<file path="src/rtl/dgs_pkg.sv">
// Package: shared constants for the hold/toggle duty-cycle sequencer.
// Assumes: mode is a single bit, 1 = toggle (enables pass), 0 = hold.
package dgs_pkg;
    localparam logic MODE_HOLD   = 1'b0;
    localparam logic MODE_TOGGLE = 1'b1;
    localparam int   LEN_W_DEF   = 4;
    localparam int   N_EN_DEF    = 8;
endpackage

</file>
<file path="src/rtl/dgs_shadow.sv">
// Module: dgs_shadow
// Copies the programmed hold and toggle lengths into local registers at a
// pattern start and keeps them unchanged for the rest of the pattern,
// capture included. Assumes load is a single-cycle pulse.
module dgs_shadow #(
    parameter int LEN_W = 4
) (
    input  logic             clk,
    input  logic             rst_n,
    input  logic             load,
    input  logic [LEN_W-1:0] hold_in,
    input  logic [LEN_W-1:0] tog_in,
    output logic [LEN_W-1:0] hold_q,
    output logic [LEN_W-1:0] tog_q
);
    // Capture the programmed lengths only on a pattern start.
    always_ff @(posedge clk) begin
        if (!rst_n) begin
            hold_q <= '0;
            tog_q  <= '0;
        end else if (load) begin
            hold_q <= hold_in;
            tog_q  <= tog_in;
        end
    end
endmodule

</file>
<file path="src/rtl/dgs_period_cnt.sv">
// Module: dgs_period_cnt
// Down-counter that measures the active period. It loads the toggle length
// at a pattern start. On each advancing cycle it counts down, and at zero it
// raises t_pulse for that cycle and reloads with the length of the mode
// being entered. Assumes mode_now is the mode before the flip.
module dgs_period_cnt #(
    parameter int LEN_W = 4
) (
    input  logic             clk,
    input  logic             rst_n,
    input  logic             start,
    input  logic             advance,
    input  logic [LEN_W-1:0] start_len,
    input  logic [LEN_W-1:0] hold_len,
    input  logic [LEN_W-1:0] tog_len,
    input  logic             mode_now,
    output logic             t_pulse
);
    import dgs_pkg::*;

    logic [LEN_W-1:0] cnt_q;
    logic             at_zero;
    logic [LEN_W-1:0] next_len;

    assign at_zero = (cnt_q == '0);
    // Length of the mode entered on a flip: leaving toggle enters hold.
    assign next_len = (mode_now == MODE_TOGGLE) ? hold_len : tog_len;
    // Flip request: the period expires on an advancing cycle with no restart.
    assign t_pulse  = advance && at_zero && !start;

    // Count the active period, restart on pattern start, reload on expiry.
    always_ff @(posedge clk) begin
        if (!rst_n) begin
            cnt_q <= '0;
        end else if (start) begin
            cnt_q <= start_len;
        end else if (advance) begin
            if (at_zero) cnt_q <= next_len;
            else         cnt_q <= cnt_q - 1'b1;
        end
    end
endmodule

</file>
<file path="src/rtl/dgs_tflop.sv">
// Module: dgs_tflop
// T-type mode flip-flop. It inverts when t is 1 and is forced to toggle mode
// on a pattern start or reset. Assumes t is never high in the start cycle.
module dgs_tflop (
    input  logic clk,
    input  logic rst_n,
    input  logic start,
    input  logic t,
    output logic mode_q
);
    import dgs_pkg::*;

    // Hold the current mode; invert on t, force toggle on start.
    always_ff @(posedge clk) begin
        if (!rst_n)     mode_q <= MODE_TOGGLE;
        else if (start) mode_q <= MODE_TOGGLE;
        else if (t)     mode_q <= ~mode_q;
    end
endmodule

</file>
<file path="src/rtl/dgs_gate.sv">
// Module: dgs_gate
// ANDs each control bit with the mode bit, so a hold mode clears every
// enable. Purely combinational.
module dgs_gate #(
    parameter int N_EN = 8
) (
    input  logic [N_EN-1:0] ctrl,
    input  logic            mode,
    output logic [N_EN-1:0] en
);
    for (genvar i = 0; i < N_EN; i++) begin : g_bit
        // One AND gate per latch enable.
        assign en[i] = ctrl[i] & mode;
    end
endmodule

</file>
<file path="src/rtl/dgs_top.sv">
// Module: dgs_top
// Hold/toggle duty-cycle sequencer. It imposes alternating toggle (T+1) and
// hold (H+1) periods on the latch enables of a low-toggle pattern generator.
// Assumes pattern_start is a one-cycle pulse and that sequencing advances
// only on edges with shift_en=1 and capture=0.
module dgs_top #(
    parameter int N_EN  = dgs_pkg::N_EN_DEF,
    parameter int LEN_W = dgs_pkg::LEN_W_DEF
) (
    input  logic             clk,
    input  logic             rst_n,
    input  logic             pattern_start,
    input  logic             shift_en,
    input  logic             capture,
    input  logic [LEN_W-1:0] hold_len_in,
    input  logic [LEN_W-1:0] tog_len_in,
    input  logic [N_EN-1:0]  ctrl_bits,
    output logic [N_EN-1:0]  latch_en,
    output logic             mode_toggle
);
    logic [LEN_W-1:0] hold_sh;
    logic [LEN_W-1:0] tog_sh;
    logic             advance;
    logic             t_in;
    logic             mode_q;

    // Advancing cycle: a shift edge outside capture.
    assign advance = shift_en && !capture;

    dgs_shadow #(.LEN_W(LEN_W)) shadow_i (
        .clk     (clk),
        .rst_n   (rst_n),
        .load    (pattern_start),
        .hold_in (hold_len_in),
        .tog_in  (tog_len_in),
        .hold_q  (hold_sh),
        .tog_q   (tog_sh)
    );

    dgs_period_cnt #(.LEN_W(LEN_W)) cnt_i (
        .clk       (clk),
        .rst_n     (rst_n),
        .start     (pattern_start),
        .advance   (advance),
        .start_len (tog_len_in),
        .hold_len  (hold_sh),
        .tog_len   (tog_sh),
        .mode_now  (mode_q),
        .t_pulse   (t_in)
    );

    dgs_tflop tflop_i (
        .clk    (clk),
        .rst_n  (rst_n),
        .start  (pattern_start),
        .t      (t_in),
        .mode_q (mode_q)
    );

    dgs_gate #(.N_EN(N_EN)) gate_i (
        .ctrl (ctrl_bits),
        .mode (mode_q),
        .en   (latch_en)
    );

    assign mode_toggle = mode_q;
endmodule

</file>
<file path="config.mk">
export PLATFORM = sky130hd
export DESIGN_NAME = dgs_top
export DESIGN_NICKNAME = d
export VERILOG_FILES = /design/src/rtl/dgs_pkg.sv /design/src/rtl/dgs_shadow.sv /design/src/rtl/dgs_period_cnt.sv /design/src/rtl/dgs_tflop.sv /design/src/rtl/dgs_gate.sv /design/src/rtl/dgs_top.sv
export SDC_FILE = /design/constraint.sdc
export NUM_CORES = 1
export LEC_CHECK = 0
export CORE_MARGIN = 4
export CORE_UTILIZATION = 25
export CTS_BUF_LIST = sky130_fd_sc_hd__clkbuf_8 sky130_fd_sc_hd__clkbuf_16
export DETAILED_ROUTE_END_ITERATION = 8
export GPL_TIMING_DRIVEN = 0
export PLACE_DENSITY_LB_ADDON = 0.05
export SYNTH_ARGS = -nofsm -noshare
export SYNTH_HDL_FRONTEND = slang
export SYNTH_HIERARCHICAL = 1
export SYNTH_SLANG_ARGS = --single-unit
</file>
<file path="constraint.sdc">
create_clock -name clk -period 1.25 [get_ports clk]
set_input_delay 0.25 -clock clk [delete_from_list [all_inputs] [get_ports clk]]
set_output_delay 0.25 -clock clk [all_outputs]
set_load 0.005 [all_outputs]
</file>
### Word-level counts from Yosys, hierarchy flattened

Index checks and enable logic that the tools add are counted.
W data, S select, Z words.

* divide/modulo/power cells: 0
* equal/unequal tests: 0
* add/sub/neg operators: 1
* reductions and logical operators: 8
* mux-type cells: 4
* multipliers: 0
* bitwise logic cells: 10
* shifts and indexed selects: 0
* order comparisons: 0

Operators by type and width (count)
* $mux W4: 4
* $and A1 B1 Y1: 8
* $logic_not A4 Y1: 1
* $sub A4 B1 Y4 const B: 1
* $logic_and A1 B1 Y1: 3
* $logic_not A1 Y1: 2
* $not A1 Y1: 2
* $reduce_bool A2 Y1: 1
* $reduce_or A2 Y1: 1

* bits in read-only memories: 0
* bits in latches: 0
* output and inout port bits: 9
* input bits: 21
* memories kept: 0
* memory bits (writable): 0
* bits in registers: 13
* logic and storage cells: 27

### Logic depth before layout (Yosys ltp)

Gate-level depths: netlist (run 1).

* word-level depth: 4
* depth in mapped cells: 6
* gate-level depth less buffers: 6

### By module

Netlist (run 1), hierarchy kept.

By module, submodules not included
* dgs_period_cnt: cells an instance 38, instances 1, area an instance 340.3 µm², seq. area each 80.1 µm²
* dgs_shadow: cells an instance 25, instances 1, area an instance 301.5 µm², seq. area each 160.2 µm²
* dgs_gate: cells an instance 8, instances 1, area an instance 50.0 µm², seq. area each 0.0 µm²
* dgs_tflop: cells an instance 3, instances 1, area an instance 36.3 µm², seq. area each 20.0 µm²
* dgs_top: cells an instance 1, instances 1, area an instance 13.8 µm², seq. area each 0.0 µm²

### Worst setup path after synthesis (run 1)

OpenSTA, ideal clock, no wires.

* kind: register to register
* start: register cnt_i.cnt_q[0]
* end: register tflop_i.mode_q
* clock period less this slack: 1.334 ns
* required time: 1.128 ns
* data arrival time: 1.212 ns
* stages on the path, launching flop included: 7
* path slack: -0.084 ns
* library setup time: 0.122 ns
* path through: dfxtp_1 -> inv_1 -> ha_1 -> nor3b_2 -> nor2b_1 -> xnor2_1 -> nand3b_1

* word-level cells in the longest chain between the ends: 3

RTL lines
* start: declaration: RTL line dgs_period_cnt.sv:21 `logic [LEN_W-1:0] cnt_q;`
* start signal: assignment: RTL line dgs_period_cnt.sv:36 `cnt_q <= start_len;`
* start signal: assignment: RTL line dgs_period_cnt.sv:38 `if (at_zero) cnt_q <= next_len;`
* start signal: assignment: RTL line dgs_period_cnt.sv:39 `else cnt_q <= cnt_q - 1'b1;`
* $logic_not A4 Y1: RTL line dgs_period_cnt.sv:25 `assign at_zero = (cnt_q == '0);`
* $logic_and A1 B1 Y1 (2 in a row): RTL line dgs_period_cnt.sv:29 `assign t_pulse = advance && at_zero && !start;`
* named net t_in: RTL line dgs_top.sv:24 `logic t_in;`
* end signal: assignment: RTL line dgs_tflop.sv:17 `else if (t) mode_q <= ~mode_q;`
* end: declaration: RTL line dgs_tflop.sv:9 `output logic mode_q`

The timed path passes the listed nets, and every way through them passes these cells.
A chain may end at the register's enable or synchronous reset.

### Worst setup path in the final report (run 1)

* start: register cnt_i.cnt_q[1]
* end: register cnt_i.cnt_q[3]

* word-level cells in the longest chain between the ends: 4

RTL lines
* $sub A4 B1 Y4 / $logic_not A4 Y1 (equally long branches): RTL line dgs_period_cnt.sv:39, dgs_period_cnt.sv:25
* $mux W4 (*): RTL line dgs_period_cnt.sv:38
* $mux W4 (*): RTL line dgs_period_cnt.sv:37 `end else if (advance) begin`
* $mux W4 (*): RTL line dgs_period_cnt.sv:35 `end else if (start) begin`

Every way passes the cells marked *; elsewhere a longest branch is shown, timed or not. The select of a mux whose other input is x is not followed.

==> results of run 1 <==
-- flip-flops by register name (all words and copies together), names as in the netlist --
signal,flops
cnt_i/cnt_q,4
shadow_i/hold_q,4
shadow_i/tog_q,4
tflop_i/mode_q,1
-- cells by family (layout without fill, tap and decap cells) --
kind of cell	Yosys count	count (layout)	synth area share (%)
DFF	13	13	35.1
buffers and inverters	5	49	4.72
xor gates and xnor gates	2	2	2.36
adders and majority gates	1	1	1.69
muxes	12	12	16.2
AOI/OAI and AO/OA	12	12	12.6
and+or+nand+nor	30	30	27.3
-- per-layer routing --
layer / vias up / track usage [%] / share of wire [%]
li1: 352 / - / -
met1: 314 / 11.8 / 45
met2: 18 / 16.4 / 49
met3: 2 / 3.24 / 5.3
met4: 0 / 4.13 / 0.46
met5: - / 0 / 0
-- layout by cell type (no fill, tap or decap) --
cell type	n
dfxtp_4	1
nand3b_1	1
clkbuf_8	3
a211o_1	1
nor2b_1	8
a2111o_1	1
nor3b_4	1
buf_6	6
nand2b_1	1
nor3_1	2
or4b_1	1
nor2b_4	2
dlygate4sd2_1	4
clkdlybuf4s50_1	17
o31ai_1	2
o311ai_0	1
buf_2	8
mux2i_1	11
inv_1	1
mux2i_4	1
ha_4	1
o21ba_2	1
dfxtp_1	10
o31a_1	2
nand2b_4	1
a21oi_2	2
dfxtp_2	2
a21oi_1	1
a21boi_1	1
inv_2	2
xnor2_1	2
nand2_1	2
buf_4	8
nor3b_2	1
nor3b_1	2
and2_1	8
-- through the flow --
step                setup WS (ns)  TNS [ns]  area [sq um]
floorplan                 0.00746         0           771
global placement           -0.559     -5.25          1100
detailed placement         -0.553     -5.36          1100
CTS                       -0.0789    -0.199          1200
global route               -0.166    -0.589          1240
finish                     -0.103    -0.278          1240
-- area by class of cell --
| type | instances | area, sq um | area share, % |
|---|---|---|---|
| inverters | 2 | 7.51 | 0.607 |
| flip-flops and latches | 13 | 267 | 21.6 |
| repair buffers | 40 | 339 | 27.4 |
| multi-input cells | 57 | 505 | 40.9 |
| clock buffers | 3 | 41.3 | 3.34 |
| well taps | 31 | 38.8 | 3.14 |
| clock inverters | 1 | 3.75 | 0.304 |
| plain buffers | 3 | 33.8 | 2.73 |
-- power by group --
| part | leakage, nW | switching [mW] | internal (mW) |
|---|---|---|---|
| Combinational | 0.388 | 0.103 | 0.191 |
| Sequential | 0.108 | 0.0231 | 0.440 |
| Clock | 0.0269 | 0.145 | 0.217 |
| Total | 0.523 | 0.272 | 0.847 |
-- how the worst max path moves through the flow --
stage / start / endpoint / slack, ns / depth (start not counted)
after detailed placement: pattern_start / cnt_i/cnt_q[1]$_SDFFE_PN0P_ / -0.55 / 5
after CTS: cnt_i/cnt_q[0]$_SDFFE_PN0P_ / tflop_i/mode_q$_SDFFE_PP1P_ / -0.08 / 6
final: cnt_i/cnt_q[1]$_SDFFE_PN0P_ / cnt_i/cnt_q[3]$_SDFFE_PN0P_ / -0.10 / 4
after global placement: pattern_start / cnt_i/cnt_q[1]$_SDFFE_PN0P_ / -0.56 / 5
after global routing: cnt_i/cnt_q[1]$_SDFFE_PN0P_ / cnt_i/cnt_q[3]$_SDFFE_PN0P_ / -0.17 / 4
after floorplan: tflop_i/mode_q$_SDFFE_PP1P_ / cnt_i/cnt_q[3]$_SDFFE_PN0P_ / 0.007 / 4
-- critical path: stages, from the launching register on --
cell	delay (ns)
dfxtp_2	0.32
buf_4	0.13
or4b_1	0.56
a21oi_2	0.16
a21oi_2	0.06
-- repair_timing --
item / in CTS / in global routing
pin swaps: 6 / 4
buffers inserted: 9 / 2
gates resized for setup: 46 / 4
endpoints found under the setup margin: 14 / 7
endpoints found under the hold margin: 0 / 0
==> metrics.txt, run 1 <==
reg2reg path depth=4; Post-synth ARST share=0%; post-synthesis sequential area ratio=between 30% and 40%; fin crit share=108%; # IOs=30; initial antenna violation count=0; Max IR drop VDD=around 0.60 mV; Yosys top cell by area=dfxtp_1; Period minus WS final=1.35 ns; number of global-route vias before repair=about 670; status=finished with violations; Total Routing Usage GR=9.95%; Vias=686; Ant. Diodes=0; Area growth, synth to finish=66.6%; Post-synth EDFFs=0; PD cells=905 nW/um^2; WL/cell=13.1 um; Die X=between 60 and 70 um; post-layout instance count excluding filler cells=150; clock buffer count from CTS=3; arrival time at the worst endpoint=1.47 ns; synthesized area per cell=9.89 sq um; Pre-Repair DR Iteration Count=3; CTS tree=built; Placed Cells=135; flops & latches, synth=13; Relative slew margins=71.7%; FF-to-FF End=cnt_i/cnt_q[3]$_SDFFE_PN0P_; Max Clk Rate=739 MHz; Synth Net Count=97; starting density of the core=between 20% and 30%; endpoints failing setup=5; leakage=0.523 nW; clk_lat worst skew=0.24 ns; Worst Path Class, Setup=register to register; share of cells above drive strength 1=33.6%; Synth area leaders=dfxtp_1, mux2i_1, nor2b_1; DRC viols=0; Synth Instances=75; clock sinks=13; Worst Path Max Fanout=2; Die H=62.5 um; PnR worst setup slack=-0.103 ns; r2r startpoint=cnt_i/cnt_q[1]$_SDFFE_PN0P_; fin util=44.1%; htree depth=1; HP Class=input port to register; FP Rows=19; core area=2810 sq um; top-area cell type share of the netlist area=35.1%; Hold Vio Cnt, Final=0; RSZ-0062 raised after global routing=yes; R2R setup slack=-0.10 ns; fill count=between 200 and 300; Hold EP=tflop_i/mode_q$_SDFFE_PP1P_; Crit path required time=around 1.4 ns; DP HPWL=1360 um; post-route ant nets=0; Max Cap Viol=0; Tightest Pin Transition=0.423 ns; first-pass GRT wire length=3090 um; skew final=between 0.001 and 0.0015 ns; drt total wl=1970 um; Slew Viols, Final=0; Worst-path clk slew=0.05 ns; Mapped Area=742 sq um; most numerous cell in the Yosys netlist=dfxtp_1; clock buffer depth=2; Iteration-0 DRC Markers=13; hold path depth=2; failing checks=negative setup slack; synth cell count leaders=dfxtp_1, mux2i_1, nor2b_1; die area=3900 sq um; largest net degree at the start of global routing=14; Vias/cell=4.57; crit path capture type=register; CTS Hold Bufs=0; I/O Buffers=29; Root Driver=clkbuf_8; beginning of the worst hold path=pattern_start; unique cell type count in the Yosys netlist=25; final net count=142; Ys Warns=6; Final Total Pwr=1.12 mW; GPL Wtd Cong=0.722; hold_ws=0.429 ns; ys flop type=dfxtp_1; aggregate global routing overflow=0; crit path launch type=register
Power figures use the tool's default switching activity.
==> run 2: changes to the inputs <==
- SLEW_MARGIN: not set -> 20
==> results of run 2 <==
Same layout as run 1: the final DEF is identical, and so are final timing and power.
